**config.mk**
```make
export PLATFORM = sky130hd
export DESIGN_NAME = dma_bank_copier
export DESIGN_NICKNAME = d
export VERILOG_FILES = /design/src/rtl/dma_copy_pkg.sv /design/src/rtl/dma_copy_arb.sv /design/src/rtl/dma_copy_regs.sv /design/src/rtl/dma_copy_engine.sv /design/src/rtl/dma_bank_copier.sv
export SDC_FILE = /design/constraint.sdc
export NUM_CORES = 1
export LEC_CHECK = 0
export BUFFER_PORTS_ARGS = -buffer_cell sky130_fd_sc_hd__buf_2
export CORE_MARGIN = 2
export CORE_UTILIZATION = 35
export DETAILED_ROUTE_END_ITERATION = 8
export PLACE_DENSITY = 0.67
export SETUP_SLACK_MARGIN = 0.3
export SLEW_MARGIN = 5
export SYNTH_ARGS = -nofsm -noshare
export SYNTH_HDL_FRONTEND = slang
export SYNTH_SLANG_ARGS = --single-unit
export TNS_END_PERCENT = 5
```
**constraint.sdc**
```tcl
create_clock -name clk -period 3.49 [get_ports clk]
set_input_delay 0.698 -clock clk [delete_from_list [all_inputs] [get_ports clk]]
set_output_delay 0.698 -clock clk [all_outputs]
set_load 0.01 [all_outputs]
```
**src/rtl/dma_copy_pkg.sv**
```systemverilog
`timescale 1ns/1ps
package dma_copy_pkg;
  localparam int CH_N = 4;
  localparam int CH_W = 2;

  typedef enum logic [1:0] {MEM_RAM = 2'd0, MEM_ROM = 2'd1, MEM_VRAM = 2'd2} mem_e;
  typedef enum logic [1:0] {ST_IDLE = 2'd0, ST_READ = 2'd1, ST_WRITE = 2'd2} eng_st_e;

  function automatic logic [1:0] src_mem(input logic [CH_W-1:0] ch);
    case (ch)
      2'd0, 2'd1: src_mem = MEM_ROM;
      2'd2:       src_mem = MEM_RAM;
      default:    src_mem = MEM_VRAM;
    endcase
  endfunction

  function automatic logic [1:0] dst_mem(input logic [CH_W-1:0] ch);
    case (ch)
      2'd1, 2'd2: dst_mem = MEM_VRAM;
      default:    dst_mem = MEM_RAM;
    endcase
  endfunction

  function automatic logic touches_vram(input logic [CH_W-1:0] ch);
    touches_vram = (src_mem(ch) == MEM_VRAM) || (dst_mem(ch) == MEM_VRAM);
  endfunction

  // index of the final step of a bank for this channel
  function automatic int unsigned last_step_of(input logic [CH_W-1:0] ch,
                                               input int unsigned small_steps,
                                               input int unsigned large_steps);
    last_step_of = (touches_vram(ch) ? small_steps : large_steps) - 1;
  endfunction
endpackage

```
**src/rtl/dma_copy_arb.sv**
```systemverilog
`timescale 1ns/1ps
module dma_copy_arb #(
  parameter int N = 4,
  localparam int IDX_W = $clog2(N)
) (
  input  logic [N-1:0]     pend,
  output logic             vld,
  output logic [IDX_W-1:0] idx
);
  always_comb begin
    vld = |pend;
    idx = '0;
    for (int i = N - 1; i >= 0; i--) begin
      if (pend[i]) idx = IDX_W'(i);
    end
  end
endmodule

```
**src/rtl/dma_copy_regs.sv**
```systemverilog
`timescale 1ns/1ps
module dma_copy_regs
  import dma_copy_pkg::*;
#(
  parameter int REG_W = 8
) (
  input  logic                        clk,
  input  logic                        rst_n,
  input  logic [3:0]                  addr,
  input  logic                        wr_en,
  input  logic [REG_W-1:0]            wr_data,
  output logic [REG_W-1:0]            rd_data,
  input  logic                        grant_vld,
  input  logic [CH_W-1:0]             grant_ch,
  input  logic                        bank_done,
  input  logic [CH_W-1:0]             done_ch,
  output logic [CH_N-1:0][1:0]        ctrl_o,
  output logic [CH_N-1:0][REG_W-1:0]  dbank_o,
  output logic [CH_N-1:0][REG_W-1:0]  sbank_o,
  output logic [CH_N-1:0][REG_W-1:0]  cnt_o
);
  localparam logic [1:0] C_IDLE = 2'd0, C_RUN = 2'd1, C_ARMED = 2'd2;

  logic [CH_N-1:0] run_v;

  for (genvar i = 0; i < CH_N; i++) begin : g_ch
    wire hit_w = wr_en && (addr[3:2] == CH_W'(i)) && (ctrl_o[i] == C_IDLE);
    assign run_v[i] = (ctrl_o[i] == C_RUN);

    always_ff @(posedge clk) begin
      if (!rst_n) begin
        ctrl_o[i]  <= C_IDLE;
        dbank_o[i] <= '0;
        sbank_o[i] <= '0;
        cnt_o[i]   <= '0;
      end else if (grant_vld && grant_ch == CH_W'(i)) begin
        ctrl_o[i] <= (cnt_o[i] == '0) ? C_IDLE : C_RUN;
      end else if (bank_done && done_ch == CH_W'(i)) begin
        dbank_o[i] <= dbank_o[i] + 1'b1;
        sbank_o[i] <= sbank_o[i] + 1'b1;
        cnt_o[i]   <= cnt_o[i] - 1'b1;
        if (cnt_o[i] == REG_W'(1)) ctrl_o[i] <= C_IDLE;
      end else if (hit_w) begin
        case (addr[1:0])
          2'd0: if (wr_data == REG_W'(C_ARMED)) ctrl_o[i] <= C_ARMED;
          2'd1: dbank_o[i] <= wr_data;
          2'd2: sbank_o[i] <= wr_data;
          default: cnt_o[i] <= wr_data;
        endcase
      end
    end

    // a running channel never falls back to the armed code
    a_r6_no_rearm: assert property (@(posedge clk) disable iff (!rst_n)
      (ctrl_o[i] == C_RUN) |=> (ctrl_o[i] != C_ARMED));
  end

  always_comb begin
    case (addr[1:0])
      2'd0:    rd_data = REG_W'(ctrl_o[addr[3:2]]);
      2'd1:    rd_data = dbank_o[addr[3:2]];
      2'd2:    rd_data = sbank_o[addr[3:2]];
      default: rd_data = cnt_o[addr[3:2]];
    endcase
  end

  // at most one channel runs at a time
  a_r9_single_run: assert property (@(posedge clk) disable iff (!rst_n)
    $onehot0(run_v));
endmodule

```
**src/rtl/dma_copy_engine.sv**
```systemverilog
`timescale 1ns/1ps
module dma_copy_engine
  import dma_copy_pkg::*;
#(
  parameter int STEP_BYTES = 32,
  parameter int SMALL_BANK = 4096,
  parameter int LARGE_BANK = 8192,
  parameter int REG_W      = 8,
  localparam int DATA_W      = STEP_BYTES * 8,
  localparam int SMALL_STEPS = SMALL_BANK / STEP_BYTES,
  localparam int LARGE_STEPS = LARGE_BANK / STEP_BYTES,
  localparam int STEP_W      = $clog2(LARGE_STEPS)
) (
  input  logic                        clk,
  input  logic                        rst_n,
  input  logic                        arb_vld,
  input  logic [CH_W-1:0]             arb_idx,
  input  logic [CH_N-1:0][REG_W-1:0]  dbank_i,
  input  logic [CH_N-1:0][REG_W-1:0]  sbank_i,
  input  logic [CH_N-1:0][REG_W-1:0]  cnt_i,
  input  logic                        vram_lock,
  output logic                        grant_vld,
  output logic                        bank_done,
  output logic [CH_W-1:0]             act_ch,
  output logic                        src_req,
  output logic [1:0]                  src_sel,
  output logic [REG_W-1:0]            src_bank,
  output logic [STEP_W-1:0]           src_step,
  input  logic                        src_ready,
  input  logic [DATA_W-1:0]           src_data,
  output logic                        dst_req,
  output logic [1:0]                  dst_sel,
  output logic [REG_W-1:0]            dst_bank,
  output logic [STEP_W-1:0]           dst_step,
  output logic [DATA_W-1:0]           dst_data,
  input  logic                        dst_ready
);
  eng_st_e           st_q;
  logic [STEP_W-1:0] step_q;
  logic [DATA_W-1:0] buf_q;
  logic              stall, src_fire, dst_fire, last_step;

  always_comb begin
    stall     = touches_vram(act_ch) && vram_lock;
    src_req   = (st_q == ST_READ) && !stall;
    dst_req   = (st_q == ST_WRITE) && !stall;
    src_fire  = src_req && src_ready;
    dst_fire  = dst_req && dst_ready;
    last_step = step_q == STEP_W'(last_step_of(act_ch, SMALL_STEPS, LARGE_STEPS));
    grant_vld = (st_q == ST_IDLE) && arb_vld;
    bank_done = dst_fire && last_step;
    src_sel   = src_mem(act_ch);
    dst_sel   = dst_mem(act_ch);
    src_bank  = sbank_i[act_ch];
    dst_bank  = dbank_i[act_ch];
    src_step  = step_q;
    dst_step  = step_q;
    dst_data  = buf_q;
  end

  always_ff @(posedge clk) begin
    if (!rst_n) begin
      st_q   <= ST_IDLE;
      act_ch <= '0;
      step_q <= '0;
      buf_q  <= '0;
    end else begin
      case (st_q)
        ST_IDLE: if (arb_vld) begin
          act_ch <= arb_idx;
          step_q <= '0;
          if (cnt_i[arb_idx] != '0) st_q <= ST_READ;
        end
        ST_READ: if (src_fire) begin
          buf_q <= src_data;
          st_q  <= ST_WRITE;
        end
        ST_WRITE: if (dst_fire) begin
          if (last_step) begin
            step_q <= '0;
            st_q   <= (cnt_i[act_ch] == REG_W'(1)) ? ST_IDLE : ST_READ;
          end else begin
            step_q <= step_q + 1'b1;
            st_q   <= ST_READ;
          end
        end
        default: st_q <= ST_IDLE;
      endcase
    end
  end

  // no request toward either memory while VRAM is locked and involved
  a_r8_lock_quiet: assert property (@(posedge clk) disable iff (!rst_n)
    (vram_lock && (src_sel == MEM_VRAM || dst_sel == MEM_VRAM)) |-> (!src_req && !dst_req));
  // an unaccepted read keeps its address fields
  a_r11_src_hold: assert property (@(posedge clk) disable iff (!rst_n)
    (src_req && !src_ready) |=> ($stable(src_bank) && $stable(src_step) && $stable(src_sel)));
  // an unaccepted write keeps its data
  a_r11_dst_hold: assert property (@(posedge clk) disable iff (!rst_n)
    (dst_req && !dst_ready) |=> ($stable(dst_data) && $stable(dst_step)));
  // a write step index stays inside the bank
  a_r3_step_range: assert property (@(posedge clk) disable iff (!rst_n)
    dst_req |-> (int'(dst_step) < ((dst_sel == MEM_VRAM || src_sel == MEM_VRAM) ? SMALL_STEPS : LARGE_STEPS)));
endmodule

```
**src/rtl/dma_bank_copier.sv**
```systemverilog
`timescale 1ns/1ps
module dma_bank_copier
  import dma_copy_pkg::*;
#(
  parameter int STEP_BYTES = 32,
  parameter int SMALL_BANK = 4096,
  parameter int LARGE_BANK = 8192
) (
  input  logic                                       clk,
  input  logic                                       rst_n,
  input  logic [3:0]                                 reg_addr,
  input  logic                                       reg_we,
  input  logic [7:0]                                 reg_wdata,
  output logic [7:0]                                 reg_rdata,
  input  logic                                       vram_lock,
  output logic                                       src_req,
  output logic [1:0]                                 src_sel,
  output logic [7:0]                                 src_bank,
  output logic [$clog2(LARGE_BANK/STEP_BYTES)-1:0]   src_step,
  input  logic                                       src_ready,
  input  logic [STEP_BYTES*8-1:0]                    src_data,
  output logic                                       dst_req,
  output logic [1:0]                                 dst_sel,
  output logic [7:0]                                 dst_bank,
  output logic [$clog2(LARGE_BANK/STEP_BYTES)-1:0]   dst_step,
  output logic [STEP_BYTES*8-1:0]                    dst_data,
  input  logic                                       dst_ready
);
  localparam int REG_W = 8;

  logic [CH_N-1:0][1:0]       ctrl;
  logic [CH_N-1:0][REG_W-1:0] dbank, sbank, cnt;
  logic [CH_N-1:0]            pend;
  logic                       arb_vld, grant_vld, bank_done;
  logic [CH_W-1:0]            arb_idx, act_ch;

  for (genvar i = 0; i < CH_N; i++) begin : g_pend
    assign pend[i] = (ctrl[i] == 2'd2);
  end

  dma_copy_arb #(.N(CH_N)) u_arb (.pend(pend), .vld(arb_vld), .idx(arb_idx));

  dma_copy_regs #(.REG_W(REG_W)) u_regs (
    .clk(clk), .rst_n(rst_n), .addr(reg_addr), .wr_en(reg_we), .wr_data(reg_wdata),
    .rd_data(reg_rdata), .grant_vld(grant_vld), .grant_ch(arb_idx),
    .bank_done(bank_done), .done_ch(act_ch),
    .ctrl_o(ctrl), .dbank_o(dbank), .sbank_o(sbank), .cnt_o(cnt));

  dma_copy_engine #(.STEP_BYTES(STEP_BYTES), .SMALL_BANK(SMALL_BANK),
                    .LARGE_BANK(LARGE_BANK), .REG_W(REG_W)) u_eng (
    .clk(clk), .rst_n(rst_n), .arb_vld(arb_vld), .arb_idx(arb_idx),
    .dbank_i(dbank), .sbank_i(sbank), .cnt_i(cnt), .vram_lock(vram_lock),
    .grant_vld(grant_vld), .bank_done(bank_done), .act_ch(act_ch),
    .src_req(src_req), .src_sel(src_sel), .src_bank(src_bank), .src_step(src_step),
    .src_ready(src_ready), .src_data(src_data),
    .dst_req(dst_req), .dst_sel(dst_sel), .dst_bank(dst_bank), .dst_step(dst_step),
    .dst_data(dst_data), .dst_ready(dst_ready));
endmodule

```
# ---- Word level (Yosys, flattened, before mapping)
# Index checks and enable logic that the tools add are counted.
dict set report op_classes {
  add_sub_neg 14
  mul 0
  div_mod_pow 0
  magnitude_cmp 3
  eq_ne 38
  shift 0
  n_mux 84
  bitwise_logic 4
  reduce_logical 88
}
# operator n
set ops {}
lappend ops {{$mux W8} 38}
lappend ops {{$bmux W8 S2} 7}
lappend ops {{$add A8 B1 Y8 const B} 9}
lappend ops {{$mux W2} 29}
lappend ops {{$eq A8 B1 Y1 const B} 5}
lappend ops {{$sub A8 B1 Y8 const B} 5}
lappend ops {{$reduce_and A3 Y1} 13}
lappend ops {{$reduce_bool A3 Y1} 12}
lappend ops {{$logic_not A8 Y1} 4}
lappend ops {{$eq A2 B2 Y1 const B} 14}
lappend ops {{$reduce_bool A2 Y1} 13}
lappend ops {{$pmux W8 S3} 1}
lappend ops {{$logic_and A1 B1 Y1} 23}
lappend ops {{$reduce_and A4 Y1} 5}
lappend ops {{$logic_not A2 Y1} 9}
lappend ops {{$pmux W8 S2} 1}
lappend ops {{$ne A2 B1 Y1 const B} 7}
lappend ops {{$ne A3 B2 Y1 const B} 4}
lappend ops {{$eq A2 B1 Y1 const B} 5}
lappend ops {{$lt A2 B3 Y1 const B} 3}
lappend ops {{$eq A8 B2 Y1 const B} 1}
lappend ops {{$eq A8 B8 Y1} 1}
lappend ops {{$reduce_bool A8 Y1} 1}
lappend ops {{$pmux W2 S3} 1}
lappend ops {{11 further kinds} 20}
dict set report totals {
  register_bits 372
  latchBits 0
  ram_bits 0
  romBits 0
  input_bits 274
  word_cells 251
  mem_count 0
}

# ---- Longest topological paths before layout
# Gate-level depths: netlist (run 1).
dict set report depth {
  ltp_word 13
  ltp_mapped 13
  depth_no_buf 7
}

# ---- Hierarchy
# From an unflattened synthesis (run 1), not the netlist that was laid out.
dict set report hier_totals {
  cells_unflattened 2196
  hier_area_um2 18182.4
}
# mod n_inst cells_each area_each_um2
set modules_own_cells {}
lappend modules_own_cells {dma_copy_engine 1 1243 10741.6}
lappend modules_own_cells {dma_copy_regs 1 942 7350.8}
lappend modules_own_cells {dma_bank_copier 1 4 55.1}
lappend modules_own_cells {dma_copy_arb 1 7 35.0}

# ---- Worst setup path before layout (run 1)
# Ideal clock, no wire load.
dict set report synth_timing {
  kind {input -> output}
  from {in reg_addr[3]}
  to {out reg_rdata[0]}
  t_arrival_ns 2.261
  required_ns 2.792
  slack_ns 0.531
  path_stages 5
  path_cell_list {buf_4 -> buf_2 -> buf_2 -> mux4_2 -> mux4_2}
}
dict set report synth_via {
  elab_chain_len 3
}
# item line_no
set synth_rtl {}
lappend synth_rtl {{from (decl)} dma_bank_copier.sv:11} ;# input logic [3:0] reg_addr,
lappend synth_rtl {{$bmux W8 S2 (tied with other cells)} dma_copy_regs.sv:63} ;# default: rd_data = cnt_o[addr[3:2]];
lappend synth_rtl {{$mux W8 (implied by the code) (tied with other cells)} dma_copy_regs.sv:63}
lappend synth_rtl {{$pmux W8 S3 (*)} dma_copy_regs.sv:59} ;# case (addr[1:0])
lappend synth_rtl {{to (decl)} dma_bank_copier.sv:14} ;# output logic [7:0] reg_rdata,
# Every way passes the cells marked *; elsewhere a longest branch is shown, timed or not. The select of a mux whose other input is x is not followed.

# ---- Worst setup path after layout (run 1)
dict set report layout_timing {
  from {in reg_addr[2]}
  to {out reg_rdata[1]}
}
# Same word-level chain as after synthesis.

==> reports/metrics.yaml, run 1 <==
hold_buffers: 0
p_leak_nw: 8.830
die_w_microns: 225.8
r2r_slack_ps: 550
worst_pin_slew_ps: 1009
regArea_sq_um: 7447
preCtsSetupSlack_ps: 412.5
setup.worst_path.end_class: "output pin"
clk_path_buf_depth: 3
final_cell_mix: "600 x nand2_1, 574 x buf_2, 372 x dfxtp_1"
drive_gt1_frac: 0.2908
clockRootBuffer: "clkbuf_16"
die_area_sq_um: 50990
outcome: "finished clean"
yosysSeqAreaShare: 0.4325
gp_congestion: 0.9797
endpoint: "reg_rdata[1]"
slowest_delay_ps: 580
powerDensity_nw_per_um2: 418.4
r2r_start: "u_eng.act_ch[0]"
dpl_cell_area_sq_um: 20630
critical_path_class: "input port to output pin"
track_usage: 0.2865
crit_path_start: "reg_addr[2]"
drtPass1Iterations: 6
finalHoldViolations: 0
syn_area_per_cell_sq_um: 8.096
multi_input_area_sq_um: 8956
syn_area_sq_um: 17220
r2r_cells: 8
grt_overflow: 0
grt_pass1_vias: 17530
hp-class: "input port to register"
start_util: 0.3533
nNetsFinal: 2922
drc: 0
tns_ps: 0
antenna_found_initial: 18
coreArea_sq_um: 48750
crit_chain: "buf_2 -> mux4_2 -> mux4_2 -> buf_2"
max_freq_ghz: 0.3227
clock_skew_ps: 21.36
ant_nets: 0
dp_cells: 3245
layout_commonest_cell: "nand2_1"
setup_ws_ps: 390.7
grt_max_degree: 145
synth.distinct_cells: 77
required_ps: 2790
wl_microns: 75940
design_area_sq_um: 22010
grt_pass1_wl_microns: 110300
area_delta_synth_final_pct: 27.80
final_util: 0.4515
min_period_ps: 3099
clkTransAtPathRegs_ps: 60
clock_sinks: 372
cts_tree: "built"
synth_nets: 2423
worstPathArrival_ps: 2400
synthCells: 2127
synth_edf_count: 0
h-tree-depth: 2
fin_crit_sh: 0.8880
io_pins: 576
wl_per_cell_microns: 22.80
dp_hpwl_microns: 56640
via_count: 18510
synth_top_flop_cell: "dfxtp_1"
maxSlewViolCount: 0
clk_latency_ps: 570
rr_endpoint: "u_eng.dst_data[241]"
setup_violations: 0
power_mw: 9.209
start_kind: "input port"
cp_max_fo: 19
cts_made_buffers: 43
cap_violations: 0
first_iter_violations: 1858
cp_slowest_cell: "mux4_2"
cts_setup_buffers: 0
post_cts_resized: 0
irDropWorstVdd_v: 0.0004000
instances_no_fill: 3330
yosys_warnings: 0
rsz0062_at_grt: "false"
port_buffers: 574
fp.dieH_microns: 225.8
async_flop_share: 0
slew_headroom: 0.3271
ys_ff_latch: 372
worst_hold_slack_ps: 363.9
via_per_inst: 5.558
rows: 81
num-fill-cells: 4805
## flip-flops by register name (all words and copies together) (netlist names)
name            cells
u_eng.st_q          2
u_eng.act_ch        2
u_regs.cnt_o       32
u_regs.sbank_o     32
u_regs.dbank_o     32
u_regs.ctrl_o       8
u_eng.dst_step      8
u_eng.dst_data    256
## power breakdown
group,switching [mW],total [mW],internal [mW]
Sequential,0.0323,4.29,4.26
Combinational,0.278,0.475,0.196
Clock,1.89,4.44,2.55
Total,2.20,9.21,7.01
## cell type report
class,count,area share
sequential,372,0.3384
tap,664,0.03775
timing repair buffer,619,0.1493
antenna,11,0.001251
multi-input combinational,1562,0.4070
clock buffer,59,0.05629
clock inverter,15,0.004946
inverter,28,0.005117
## logic make-up after synthesis
family | synth area share
AOI/OAI and AO/OA | 0.1861
xor gates and xnor gates | 0.005595
adders and majority gates | 0.01598
buffers and inverters | 0.04803
DFF | 0.4325
muxes | 0.07026
other | 0.0002178
and+or+nand+nor | 0.2414
## Yosys cell counts, drive strengths merged (21+ instances only)
| cell type | n | area share |
|---|---|---|
| a21oi | 338 | 0.098 |
| nor2 | 45 | 0.010 |
| nand2 | 601 | 0.13 |
| ha | 22 | 0.016 |
| mux4 | 44 | 0.058 |
| nor3 | 54 | 0.018 |
| o21ai | 52 | 0.015 |
| buf | 64 | 0.020 |
| a211oi | 29 | 0.013 |
| a31oi | 21 | 0.0076 |
| dfxtp | 372 | 0.43 |
| inv | 28 | 0.0061 |
| and3 | 21 | 0.0076 |
| clkbuf | 101 | 0.022 |
| nand3 | 57 | 0.017 |
## worst max-delay path, delay by kind of cell
family | cells | cell delay, ps
mux | 2 | 1100
buf+inv | 2 | 580
## worst min-delay path by stage
stage                     depth (start not counted)  slack [ps]           startpoint                  end
after global routing                              3         340        src_data[134]  u_eng.dst_data[134]
after floorplan                                   2         460     u_regs.cnt_o[28]     u_regs.cnt_o[28]
after detailed placement                          2         440  u_eng.dst_data[136]  u_eng.dst_data[136]
final                                             3         360        src_data[199]  u_eng.dst_data[199]
after global placement                            2         440   u_eng.dst_data[24]   u_eng.dst_data[24]
after CTS                                         3         330        src_data[107]  u_eng.dst_data[107]
## layer usage
metal  wire (microns)  track usage
met1            27500       0.3331
met2            37340       0.4906
met3             7113      0.07065
met4             3978       0.1419
met5               11            0
Power figures use the tool's default switching activity.
==> run 2, diff against run 1 <==
--- a/config.mk
+++ b/config.mk
@@ -8,8 +8,9 @@
 export BUFFER_PORTS_ARGS = -buffer_cell sky130_fd_sc_hd__buf_2
 export CORE_MARGIN = 2
 export CORE_UTILIZATION = 35
+export CTS_BUF_LIST = sky130_fd_sc_hd__clkbuf_4 sky130_fd_sc_hd__clkbuf_8
 export DETAILED_ROUTE_END_ITERATION = 8
-export PLACE_DENSITY = 0.67
+export PLACE_DENSITY = 0.69
 export SETUP_SLACK_MARGIN = 0.3
 export SLEW_MARGIN = 5
 export SYNTH_ARGS = -nofsm -noshare
==> constraint.sdc (replaced) <==
create_clock -name clk -period 2.5 [get_ports clk]
set_input_delay 0.5 -clock clk [delete_from_list [all_inputs] [get_ports clk]]
set_output_delay 0.5 -clock clk [all_outputs]
set_load 0.01 [all_outputs]
==> run 2 against run 1 <==
Net effect: the flow now finishes with violations (negative setup slack); clock-buffer cell count increased by 45; non-clock buffer count increased by 127; routed wire length increased by 3.1%; combinational power increased by 63%; largest power group unchanged; sequential power increased by 39%; global-route usage increased by 0.78 points; register-to-register slack got worse by 340 ps.
==> reports/metrics.yaml, run 2 (synthesis gave the netlist of run 1 again) <==
cts_tree: "built"
grt_overflow: 0
grt_max_degree: 88
via_per_inst: 5.506
slew_headroom: 0.5888
pwr-share-clk: 0.472
clkTransAtPathRegs_ps: 70
worst_hold_slack_ps: 92.68
switching_power_mw: 3.229
drive_gt1_frac: 0.3631
setup_ws_ps: -157.7
hp-class: "input port to register"
worstPathArrival_ps: 2160
setup_violations: 11
dp_cells: 3351
die_area_sq_um: 50990
via_count: 19240
endpoint: "reg_rdata[1]"
ant_nets: 0
largest_reg_flops: 256
rr_endpoint: "u_regs.sbank_o[15]"
die_w_microns: 225.8
antenna_found_initial: 19
fin_crit_sh: 1.063
crit_buf_inv: 1
required_ps: 2000
crit_family: "multiplexers"
crit_chain: "mux4_2 -> mux4_2 -> buf_6"
path_depth: 3
clockRootBuffer: "clkbuf_8"
clock_skew_ps: 36.40
irDropWorstVdd_v: 0.0004025
powerDensity_nw_per_um2: 540.8
r2r_slack_ps: 210
track_usage: 0.2943
crit_path_start: "u_regs.dbank_o[1]"
holdCritStartpoint: "src_data[9]"
outcome: "complete, but fails checks"
gp_congestion: 0.9993
combPwrFrac: 0.061
slowest_delay_ps: 520
p_int_mw: 9.554
cp_slowest_cell: "mux4_2"
area_delta_synth_final_pct: 37.25
worst_pin_slew_ps: 614.8
p_leak_nw: 9.735
wl_microns: 78260
drc: 0
h-tree-depth: 3
worst_path_most_repeated_cell: "mux4_2"
io_pins: 576
hold_buffers: 0
grt_pass1_wl_microns: 112000
max_freq_ghz: 0.3763
clk_latency_ps: 650
swShare: 0.2526
fp.dieH_microns: 225.8
violations: "negative setup slack"
maxSlewViolCount: 0
critical_path_class: "register to output pin"
port_buffers: 574
final_cell_mix: "595 x nand2_1, 554 x buf_2, 336 x a21oi_1"
clk_path_buf_depth: 3
min_period_ps: 2658
first_iter_violations: 1760
grt_pass1_vias: 17780
r2r_start: "u_eng.act_ch[1]"
tns_ps: -964.2
instances_no_fill: 3495
clock_sinks: 372
rsz0062_at_grt: "true"
r2r_cells: 9
wl_per_cell_microns: 22.39
finalHoldViolations: 0
final_util: 0.4848
coreArea_sq_um: 48750
start_kind: "register"
rows: 81
layout_commonest_cell: "nand2_1"
dp_hpwl_microns: 59320
nNetsFinal: 3075
start_util: 0.3533
seqPwrFrac: 0.467
setup.worst_path.end_class: "output pin"
cts_made_buffers: 69
cap_violations: 0
drtPass1Iterations: 6
cp_max_fo: 6
run 2: power groups by stage:
stage / logic (mW) / clock network, mW / registers (mW)
2_1_floorplan: 0.299 / 0 / 6.10
3_3_place_gp: 0.729 / 0 / 6.12
3_5_place_dp: 0.740 / 0 / 6.11
4_1_cts: 0.753 / 6.17 / 5.97
5_1_grt: 0.813 / 6.42 / 5.97
6_report: 0.775 / 6.04 / 5.97
run 2: area by class of cell:
cell class	count	area, sq um
fill	4711	25110
multi-input combinational	1562	9141
sequential	372	7552
timing repair buffer	746	4591
clock buffer	104	1287
tap	664	830.8
inverter	28	120.1
clock inverter	14	100.1
antenna	5	12.51
run 2: how the worst min path moves through the flow:
stage,cells past startpoint,endpoint,slack [ps]
finish,3,u_eng.dst_data[9],90
detailed placement,2,u_eng.dst_data[26],440
floorplan,2,u_regs.cnt_o[28],460
global route,3,u_eng.dst_data[25],50
CTS,3,u_eng.dst_data[250],20
global placement,2,u_eng.dst_data[173],440
run 2: timing repair:
item / 4_1_cts / 5_1_grt
gates cloned: 1 / 0
setup buffers: 10 / 10
hold endpoints to repair: 0 / 0
pin swaps: 6 / 6
endpoints found under the setup margin: 57 / 148
resized for setup: 104 / 48
run 2: worst reg2reg max path: stages, from the launching register on:
cell and delay [ps]:
dfxtp_4 340, buf_4 150, inv_8 50, ha_4 190
nand2b_4 180, buf_6 120, nand4_1 340, o21ai_2 340
o21ai_0 130, a311o_1 360
run 2: stage by stage:
stage / instance area, sq um / power, mW / setup WS [ps]
floorplan: 17350 / 6.397 / 186.3
global placement: 21590 / 6.845 / -215.1
detailed placement: 21590 / 6.855 / -237.5
CTS: 23400 / 12.89 / -192.4
global route: 23630 / 13.20 / -174.3
finish: 23640 / 12.78 / -157.7
run 2: per-layer routing:
metal	share of wire	vias up	wire length, microns	GRT usage
li1	-	8785	-	-
met1	0.39	8949	30400	0.3727
met2	0.43	1208	33430	0.4375
met3	0.11	270	8705	0.08275
met4	0.071	30	5527	0.1921
met5	0.0025	-	196	0
